===== src/rtl/tiadc_pkg.sv =====
// Shared constants and types for the interleaved-converter combiner.
// Assumes gains are unsigned Q1.15 held in 16 bits.
package tiadc_pkg;
    localparam int GAIN_W    = 16;
    localparam int GAIN_FRAC = 15;
    localparam logic [GAIN_W-1:0] GAIN_UNITY = 16'h8000;

    typedef enum logic {
        SEL_OFFSET = 1'b0,
        SEL_GAIN   = 1'b1
    } coef_sel_e;
endpackage


===== src/rtl/tiadc_coef_bank.sv =====
// Per-channel coefficient storage: a shadow set written one field at a time,
// and a working set that takes the whole shadow set on frame_sync.
// Assumes OFS_W <= GAIN_W (offsets use the low bits of the write data).
module tiadc_coef_bank
    import tiadc_pkg::*;
#(
    parameter int NCH   = 4,
    parameter int OFS_W = 8,
    localparam int CHW  = $clog2(NCH)
) (
    input  logic                    clk,
    input  logic                    rst_n,
    input  logic                    cfg_we,
    input  logic [CHW-1:0]          cfg_ch,
    input  coef_sel_e               cfg_sel,
    input  logic [GAIN_W-1:0]       cfg_wdata,
    input  logic                    frame_sync,
    output logic [NCH*OFS_W-1:0]    act_off,
    output logic [NCH*GAIN_W-1:0]   act_gain
);
    for (genvar c = 0; c < NCH; c++) begin : g_ch
        logic [OFS_W-1:0]  sh_off_q;
        logic [GAIN_W-1:0] sh_gain_q;
        logic              hit;

        assign hit = cfg_we && (cfg_ch == CHW'(c));

        // Capture software writes into this channel's shadow fields.
        always_ff @(posedge clk) begin
            if (!rst_n) begin
                sh_off_q  <= '0;
                sh_gain_q <= GAIN_UNITY;
            end else if (hit) begin
                if (cfg_sel == SEL_OFFSET) sh_off_q  <= cfg_wdata[OFS_W-1:0];
                else                       sh_gain_q <= cfg_wdata;
            end
        end

        // Move the shadow fields into the working set on a frame boundary.
        always_ff @(posedge clk) begin
            if (!rst_n) begin
                act_off[c*OFS_W +: OFS_W]    <= '0;
                act_gain[c*GAIN_W +: GAIN_W] <= GAIN_UNITY;
            end else if (frame_sync) begin
                act_off[c*OFS_W +: OFS_W]    <= sh_off_q;
                act_gain[c*GAIN_W +: GAIN_W] <= sh_gain_q;
            end
        end
    end


    coef_hold_chk: assert property (@(posedge clk) disable iff (!rst_n)
        !frame_sync |=> ($stable(act_off) && $stable(act_gain)));
endmodule


===== src/rtl/tiadc_lane_corr.sv =====
// One channel's correction path.
// Stage 1 forms (x*2^OFB + off) * gain using the coefficients present at capture.
// Stage 2 rounds half-up, shifts out the fraction and saturates to SW bits.
// Assumes OFS_W <= SW + OFB.
module tiadc_lane_corr
    import tiadc_pkg::*;
#(
    parameter int SW    = 8,
    parameter int OFS_W = 8,
    parameter int OFB   = 3
) (
    input  logic              clk,
    input  logic              rst_n,
    input  logic              cap1,
    input  logic              cap2,
    input  logic [SW-1:0]     x,
    input  logic [OFS_W-1:0]  off,
    input  logic [GAIN_W-1:0] gain,
    output logic [SW-1:0]     y
);
    localparam int AW = SW + OFB + 1;
    localparam int PW = AW + GAIN_W + 1;
    localparam int SH = GAIN_FRAC + OFB;
    localparam logic signed [PW-1:0] HALF = PW'(1) << (SH - 1);
    localparam logic signed [PW-1:0] MAXV = PW'((1 << (SW - 1)) - 1);
    localparam logic signed [PW-1:0] MINV = ~MAXV;

    logic signed [AW-1:0] x_ext, off_ext, sum_c;
    logic signed [PW-1:0] prod_c, prod_q, rnd_c;
    logic                 sat_hi_c, sat_lo_c;
    logic [SW-1:0]        y_c;

    // Scale the sample to the offset grid, add the trim, apply the gain.
    always_comb begin
        x_ext   = {{(AW-SW){x[SW-1]}}, x};
        off_ext = {{(AW-OFS_W){off[OFS_W-1]}}, off};
        sum_c   = (x_ext <<< OFB) + off_ext;
        prod_c  = PW'(sum_c) * PW'($signed({1'b0, gain}));
    end

    // Hold the full-precision product of the captured sample.
    always_ff @(posedge clk) begin
        if (!rst_n)    prod_q <= '0;
        else if (cap1) prod_q <= prod_c;
    end

    // Round half-up, drop the fraction and clamp to the sample range.
    always_comb begin
        rnd_c    = (prod_q + HALF) >>> SH;
        sat_hi_c = rnd_c > MAXV;
        sat_lo_c = rnd_c < MINV;
        if (sat_hi_c)      y_c = MAXV[SW-1:0];
        else if (sat_lo_c) y_c = MINV[SW-1:0];
        else               y_c = rnd_c[SW-1:0];
    end

    // Register the corrected sample.
    always_ff @(posedge clk) begin
        if (!rst_n)    y <= '0;
        else if (cap2) y <= y_c;
    end


    sat_hi_chk: assert property (@(posedge clk) disable iff (!rst_n)
        (cap2 && sat_hi_c) |=> (y == MAXV[SW-1:0]));

    sat_lo_chk: assert property (@(posedge clk) disable iff (!rst_n)
        (cap2 && sat_lo_c) |=> (y == MINV[SW-1:0]));
endmodule


===== src/rtl/tiadc_serializer.sv =====
// Replays each corrected word one lane per clock, lane 0 (earliest phase) first.
// A newer word restarts the replay at lane 0. Assumes NCH >= 2.
module tiadc_serializer #(
    parameter int NCH  = 4,
    parameter int SW   = 8,
    localparam int CHW = $clog2(NCH)
) (
    input  logic              clk,
    input  logic              rst_n,
    input  logic              word_valid,
    input  logic [NCH*SW-1:0] word,
    output logic              ser_valid,
    output logic [SW-1:0]     ser_data,
    output logic [CHW-1:0]    ser_lane
);
    localparam logic [CHW-1:0] LAST = CHW'(NCH - 1);

    logic [NCH*SW-1:0] hold_q;
    logic [CHW-1:0]    nxt_lane;

    assign nxt_lane = ser_lane + CHW'(1);

    // Load a new word or step to the next lane of the held word.
    always_ff @(posedge clk) begin
        if (!rst_n) begin
            hold_q    <= '0;
            ser_valid <= 1'b0;
            ser_data  <= '0;
            ser_lane  <= '0;
        end else if (word_valid) begin
            hold_q    <= word;
            ser_valid <= 1'b1;
            ser_data  <= word[SW-1:0];
            ser_lane  <= '0;
        end else if (ser_valid && ser_lane != LAST) begin
            ser_data  <= hold_q[nxt_lane*SW +: SW];
            ser_lane  <= nxt_lane;
        end else begin
            ser_valid <= 1'b0;
        end
    end


    ser_start_chk: assert property (@(posedge clk) disable iff (!rst_n)
        word_valid |=> (ser_valid && ser_lane == '0));

    ser_step_chk: assert property (@(posedge clk) disable iff (!rst_n)
        (ser_valid && !word_valid && ser_lane != LAST) |=>
        (ser_valid && ser_lane == $past(ser_lane) + CHW'(1)));
endmodule


===== src/rtl/tiadc_combiner.sv =====
// Top of the interleaved-converter combiner.
// Corrects each channel with its own offset and gain, keeps lanes in phase order,
// and offers a serial replay. Assumes NCH is a power of two, at least 2.
module tiadc_combiner
    import tiadc_pkg::*;
#(
    parameter int NCH   = 4,
    parameter int SW    = 8,
    parameter int OFS_W = 8,
    parameter int OFB   = 3,
    localparam int CHW  = $clog2(NCH)
) (
    input  logic              clk,
    input  logic              rst_n,
    input  logic              in_valid,
    input  logic [NCH*SW-1:0] in_data,
    input  logic              frame_sync,
    input  logic              cfg_we,
    input  logic [CHW-1:0]    cfg_ch,
    input  logic              cfg_sel,
    input  logic [GAIN_W-1:0] cfg_wdata,
    output logic              out_valid,
    output logic [NCH*SW-1:0] out_data,
    output logic              ser_valid,
    output logic [SW-1:0]     ser_data,
    output logic [CHW-1:0]    ser_lane
);
    logic [NCH*OFS_W-1:0]  act_off;
    logic [NCH*GAIN_W-1:0] act_gain;
    logic                  v1_q;

    tiadc_coef_bank #(.NCH(NCH), .OFS_W(OFS_W)) u_bank (
        .clk        (clk),
        .rst_n      (rst_n),
        .cfg_we     (cfg_we),
        .cfg_ch     (cfg_ch),
        .cfg_sel    (coef_sel_e'(cfg_sel)),
        .cfg_wdata  (cfg_wdata),
        .frame_sync (frame_sync),
        .act_off    (act_off),
        .act_gain   (act_gain)
    );

    // Carry the shared valid through both correction stages.
    always_ff @(posedge clk) begin
        if (!rst_n) begin
            v1_q      <= 1'b0;
            out_valid <= 1'b0;
        end else begin
            v1_q      <= in_valid;
            out_valid <= v1_q;
        end
    end

    for (genvar k = 0; k < NCH; k++) begin : g_lane
        tiadc_lane_corr #(.SW(SW), .OFS_W(OFS_W), .OFB(OFB)) u_lane (
            .clk   (clk),
            .rst_n (rst_n),
            .cap1  (in_valid),
            .cap2  (v1_q),
            .x     (in_data[k*SW +: SW]),
            .off   (act_off[k*OFS_W +: OFS_W]),
            .gain  (act_gain[k*GAIN_W +: GAIN_W]),
            .y     (out_data[k*SW +: SW])
        );
    end

    tiadc_serializer #(.NCH(NCH), .SW(SW)) u_ser (
        .clk        (clk),
        .rst_n      (rst_n),
        .word_valid (out_valid),
        .word       (out_data),
        .ser_valid  (ser_valid),
        .ser_data   (ser_data),
        .ser_lane   (ser_lane)
    );


    lat_on_chk: assert property (@(posedge clk) disable iff (!rst_n)
        in_valid |-> ##2 out_valid);

    lat_off_chk: assert property (@(posedge clk) disable iff (!rst_n)
        !in_valid |-> ##2 !out_valid);
endmodule


===== config.mk =====
export PLATFORM = sky130hd
export DESIGN_NAME = tiadc_combiner
export DESIGN_NICKNAME = d
export VERILOG_FILES = /design/src/rtl/tiadc_pkg.sv /design/src/rtl/tiadc_coef_bank.sv /design/src/rtl/tiadc_lane_corr.sv /design/src/rtl/tiadc_serializer.sv /design/src/rtl/tiadc_combiner.sv
export SDC_FILE = /design/constraint.sdc
export NUM_CORES = 2
export LEC_CHECK = 0
export CORE_ASPECT_RATIO = 1.4
export CORE_MARGIN = 5
export CORE_UTILIZATION = 65
export DETAILED_ROUTE_END_ITERATION = 6
export PLACE_DENSITY_LB_ADDON = 0.3
export SLEW_MARGIN = 20
export SYNTH_ARGS = -nofsm -noshare
export SYNTH_HDL_FRONTEND = slang
export SYNTH_SLANG_ARGS = --single-unit
export TNS_END_PERCENT = 100

===== constraint.sdc =====
create_clock -name clk -period 10.65 [get_ports clk]
set_input_delay 1.5975 -clock clk [delete_from_list [all_inputs] [get_ports clk]]
set_output_delay 1.5975 -clock clk [all_outputs]
set_load 0.03 [all_outputs]

==> summary.txt <==
========================================================================================
Outcome ................................................................... finished clean
Cts bufs inserted .........................................................           31
Insertion delay to the later sink of the worst-skew pair ..................      0.58 ns
ANT nets after route ......................................................            0
Antenna violations before repair ..........................................            2
Power per cell area ....................................................... 84.4 nW/um^2
Final setup violating endpoints ...........................................            0
Post-synthesis cell area ..................................................  36700 sq um
Syn_area_per_cell .........................................................   8.70 sq um
Number of synthesized register bits .......................................          317
Most used cells in the layout excluding fill and tap cells ................ sky130_fd_sc_hd__inv_1, sky130_fd_sc_hd__nand2_1, sky130_fd_sc_hd__fa_1, sky130_fd_sc_hd__ha_1, sky130_fd_sc_hd__dfxtp_1
Unrepaired setup endpoints after global routing ...........................           no
Design Area, Final ........................................................  39200 sq um
Overall die height ........................................................  291 microns
Number of nets in the finished design .....................................         5160
Layout cell share with drive strength beyond 1 ............................        3.23%
Reg2Reg Capture Point ..................................................... g_lane[0].u_lane.prod_q[27]
Routability congestion estimate from global placement .....................        0.899
Global-route wire length before repair .................................... 144000 microns
Average wire per cell in the routed design ................................ 17.5 microns
Reg-to-reg startpoint ..................................................... u_bank.act_off[3]
Async set-or-reset flop fraction in the synthesized netlist ...............           0%
TritonCTS Sinks ...........................................................          317
Count of input and output buffers .........................................           99
Chip Width ................................................................  211 microns
DRC violation count after routing .........................................            0
Total Negative Setup Slacks ...............................................         0 ns
Setup crit start kind ..................................................... primary input
Critical Path Start .......................................................   in_data[0]
Final hold viol count .....................................................            0
Maximum number of pins on one net before global-route repair ..............          101
Total die area ............................................................  61400 sq um
Leakage power figure ......................................................    0.0186 uW
Clk pin slew, worst setup/hold paths ......................................      0.06 ns
Via count of the first global-routing pass ................................        29200
Arrival time reported for the critical path endpoint ......................      9.14 ns
Cell area after placement .................................................  38200 sq um
Most common cell after layout, fill and taps aside ........................ sky130_fd_sc_hd__inv_1
Post-CTS repair timing setup buffer count .................................            0
Post-synthesis sequential area ratio ......................................        17.3%
Final count of pins violating max slew ....................................            0
Post-Syn Nets .............................................................         5195
Detail-routed via count per cell ..........................................         5.72
Wire length reported by the detailed router ............................... 86600 microns
Number of synthesized flops with an enable pin ............................            0
Final hold slack ..........................................................     0.457 ns
Crit Path Category ........................................................ primary input to register
Setup Skew ................................................................   0.00835 ns
Number of warnings printed during yosys synthesis .........................            0
Initial core utilization ..................................................        65.3%
Max VDD drop ..............................................................     0.140 mV
Violation count after the first detailed-routing iteration ................         1960
Crit path required time ...................................................     11.14 ns
Core area .................................................................  56200 sq um
Via count .................................................................        28300
Overall routing resource usage ............................................        28.6%
DP Wirelength ............................................................. 67600 microns
Final min period ..........................................................      8.64 ns
Max-Slew Margin vs Limit ..................................................        29.5%
Maximum buffer depth of the clock tree ....................................            3
Class of the worst hold path .............................................. register to register
Resized Gates After CTS ...................................................            0
Overflow left after global routing ........................................            0
CTS tree ..................................................................         done
H-tree Lvls ...............................................................            1
Reg-to-reg slack, setup ...................................................      3.14 ns
Layout Area Growth over Synthesis .........................................        6.79%
Post-synthesis cell count .................................................         4218
Last element of the critical path ......................................... g_lane[0].u_lane.prod_q[27]
Number of search-and-repair iterations in the first detailed-routing pass .            6
Number of primary I/O pins ................................................          100
# hold bufs at CTS ........................................................            0
Critical Path End Type ....................................................     register
Worst Max-Slew Pin Slew ...................................................      1.06 ns
Cell at the root of the clock tree ........................................ sky130_fd_sc_hd__clkbuf_16
Cell depth of the worst flop-to-flop path .................................           27
Period Utilization, post-route ............................................        81.2%
Total number of placement rows ............................................          103
Fmax ......................................................................    0.116 GHz
Critical path fanouts, max ................................................            6
Number of distinct library cells after synthesis ..........................           59
Max Cap Violations ........................................................            0
Leading register cell type out of synthesis ............................... sky130_fd_sc_hd__dfxtp_1
========================================================================================
==> through the flow <==
step                      util [%]  cells  power (uW)  worst slack (ns)
after floorplan                  -   4218        1940              2.41
after global placement        67.9   4885        2190              1.62
after detailed placement      67.9   4885        2220              1.46
after CTS                     69.7   4940        3320              2.06
after global routing          69.8   4941        3480              1.66
final                         69.8   4941        3310              2.01
==> synth_stat cells (7+ instances only) <==
cell | number | area (sq um)
sky130_fd_sc_hd__xnor2_1 | 56 | 490
sky130_fd_sc_hd__and2_1 | 190 | 1190
sky130_fd_sc_hd__a21o_1 | 24 | 180
sky130_fd_sc_hd__ha_1 | 361 | 4520
sky130_fd_sc_hd__nor2_1 | 232 | 871
sky130_fd_sc_hd__buf_1 | 8 | 30.0
sky130_fd_sc_hd__o21bai_1 | 13 | 97.6
sky130_fd_sc_hd__or3_1 | 10 | 62.6
sky130_fd_sc_hd__clkbuf_1 | 185 | 694
sky130_fd_sc_hd__o21a_1 | 7 | 52.6
sky130_fd_sc_hd__fa_1 | 560 | 11200
sky130_fd_sc_hd__nand4_1 | 10 | 62.6
sky130_fd_sc_hd__o21ai_0 | 67 | 335
sky130_fd_sc_hd__clkbuf_2 | 7 | 35.0
sky130_fd_sc_hd__nor2b_1 | 22 | 138
sky130_fd_sc_hd__and3_1 | 18 | 113
sky130_fd_sc_hd__dfxtp_1 | 317 | 6350
sky130_fd_sc_hd__a21oi_1 | 174 | 871
sky130_fd_sc_hd__xor2_1 | 35 | 307
sky130_fd_sc_hd__or2_2 | 21 | 131
sky130_fd_sc_hd__mux2i_1 | 138 | 1380
sky130_fd_sc_hd__a211oi_1 | 16 | 120
sky130_fd_sc_hd__nand2_1 | 734 | 2760
sky130_fd_sc_hd__nand2b_1 | 71 | 444
sky130_fd_sc_hd__a31oi_1 | 12 | 75.1
sky130_fd_sc_hd__mux4_2 | 8 | 180
sky130_fd_sc_hd__nor3_1 | 21 | 105
sky130_fd_sc_hd__a221o_1 | 8 | 80.1
sky130_fd_sc_hd__o211ai_1 | 14 | 105
sky130_fd_sc_hd__inv_1 | 764 | 2870
sky130_fd_sc_hd__and4_1 | 10 | 87.6
sky130_fd_sc_hd__nand3_1 | 36 | 180
==> per-layer routing <==
metal / share of wire (%) / up-vias / global-route usage (%)
li1: - / 12900 / -
met1: 38 / 14100 / 35.7
met2: 51 / 936 / 50.0
met3: 6.6 / 249 / 3.61
met4: 4.9 / 2 / 12.0
met5: 0.015 / - / 0
==> final cells by class <==
| type | count | area (sq um) |
|---|---|---|
| antenna | 1 | 2.50 |
| clock buffer | 40 | 870 |
| tap | 735 | 920 |
| inverter | 767 | 2880 |
| timing repair buffer | 132 | 1240 |
| fill | 4437 | 17000 |
| sequential | 317 | 6350 |
| multi-input combinational | 2934 | 26800 |
| clock inverter | 15 | 149 |
==> worst max-delay path, cell delays in order <==
cell and delay [ns]:
sky130_fd_sc_hd__clkdlybuf4s50_1 0.47, sky130_fd_sc_hd__ha_1 0.17, sky130_fd_sc_hd__inv_1 0.05, sky130_fd_sc_hd__fa_1 0.42, sky130_fd_sc_hd__inv_1 0.07, sky130_fd_sc_hd__a21oi_1 0.06, sky130_fd_sc_hd__o21bai_1 0.19, sky130_fd_sc_hd__a21oi_1 0.10
sky130_fd_sc_hd__o21bai_1 0.20, sky130_fd_sc_hd__nand2_1 0.08, sky130_fd_sc_hd__a31oi_1 0.65, sky130_fd_sc_hd__nor2_1 0.13, sky130_fd_sc_hd__fa_1 0.54, sky130_fd_sc_hd__fa_1 0.43, sky130_fd_sc_hd__fa_1 0.47, sky130_fd_sc_hd__fa_1 0.50
sky130_fd_sc_hd__inv_1 0.05, sky130_fd_sc_hd__fa_1 0.48, sky130_fd_sc_hd__inv_1 0.04, sky130_fd_sc_hd__ha_1 0.28, sky130_fd_sc_hd__nand3_1 0.12, sky130_fd_sc_hd__nor3_1 0.21, sky130_fd_sc_hd__nor4_1 0.09, sky130_fd_sc_hd__a211oi_1 0.61
sky130_fd_sc_hd__o21ai_0 0.38, sky130_fd_sc_hd__a21oi_1 0.43, sky130_fd_sc_hd__nor4_1 0.10, sky130_fd_sc_hd__o31ai_1 0.23
==> worst min path at each step <==
stage | to | start | slack, ns | cells past startpoint
after floorplan | u_bank.g_ch[0].sh_gain_q[0] | u_bank.g_ch[0].sh_gain_q[0] | 0.44 | 2
after global routing | u_bank.g_ch[3].sh_gain_q[9] | u_bank.g_ch[3].sh_gain_q[9] | 0.47 | 2
after detailed placement | u_bank.g_ch[1].sh_gain_q[1] | u_bank.g_ch[1].sh_gain_q[1] | 0.45 | 2
final | u_bank.g_ch[1].sh_gain_q[1] | u_bank.g_ch[1].sh_gain_q[1] | 0.46 | 2
after CTS | u_bank.g_ch[1].sh_gain_q[1] | u_bank.g_ch[1].sh_gain_q[1] | 0.45 | 2
after global placement | u_bank.g_ch[0].sh_gain_q[9] | u_bank.g_ch[0].sh_gain_q[9] | 0.44 | 2
==> flip-flops by register name, indices dropped and copies added, names as in the netlist <==
signal                 flops
u_bank.act_gain           64
u_bank.g_ch.sh_off_q      32
g_lane.u_lane.y           32
u_ser.ser_valid            1
u_ser.ser_lane             2
out_valid                  1
u_ser.hold_q              32
g_lane.u_lane.prod_q      48
u_ser.ser_data             8
u_bank.g_ch.sh_gain_q     64
u_bank.act_off            32
v1_q                       1
==> report_power, final <==
group          internal (uW)  switching (uW)
Sequential              1240            83.9
Clock                    625             486
Combinational            369             504
==> logic make-up (layout without fill, tap and decap cells) <==
logic type      count (synthesis)  after routing  share of synthesized area (%)
compound gates                389            389                           6.55
xor+xnor                       91             91                           2.17
fa+ha+maj                     921            921                           42.9
buf+inv                       967            954                           9.91
flops                         317            317                           17.3
mux                           146            146                           4.25
other cells                     0              1                              0
simple gates                 1387           1387                           17.0
Power figures use the tool's default switching activity.
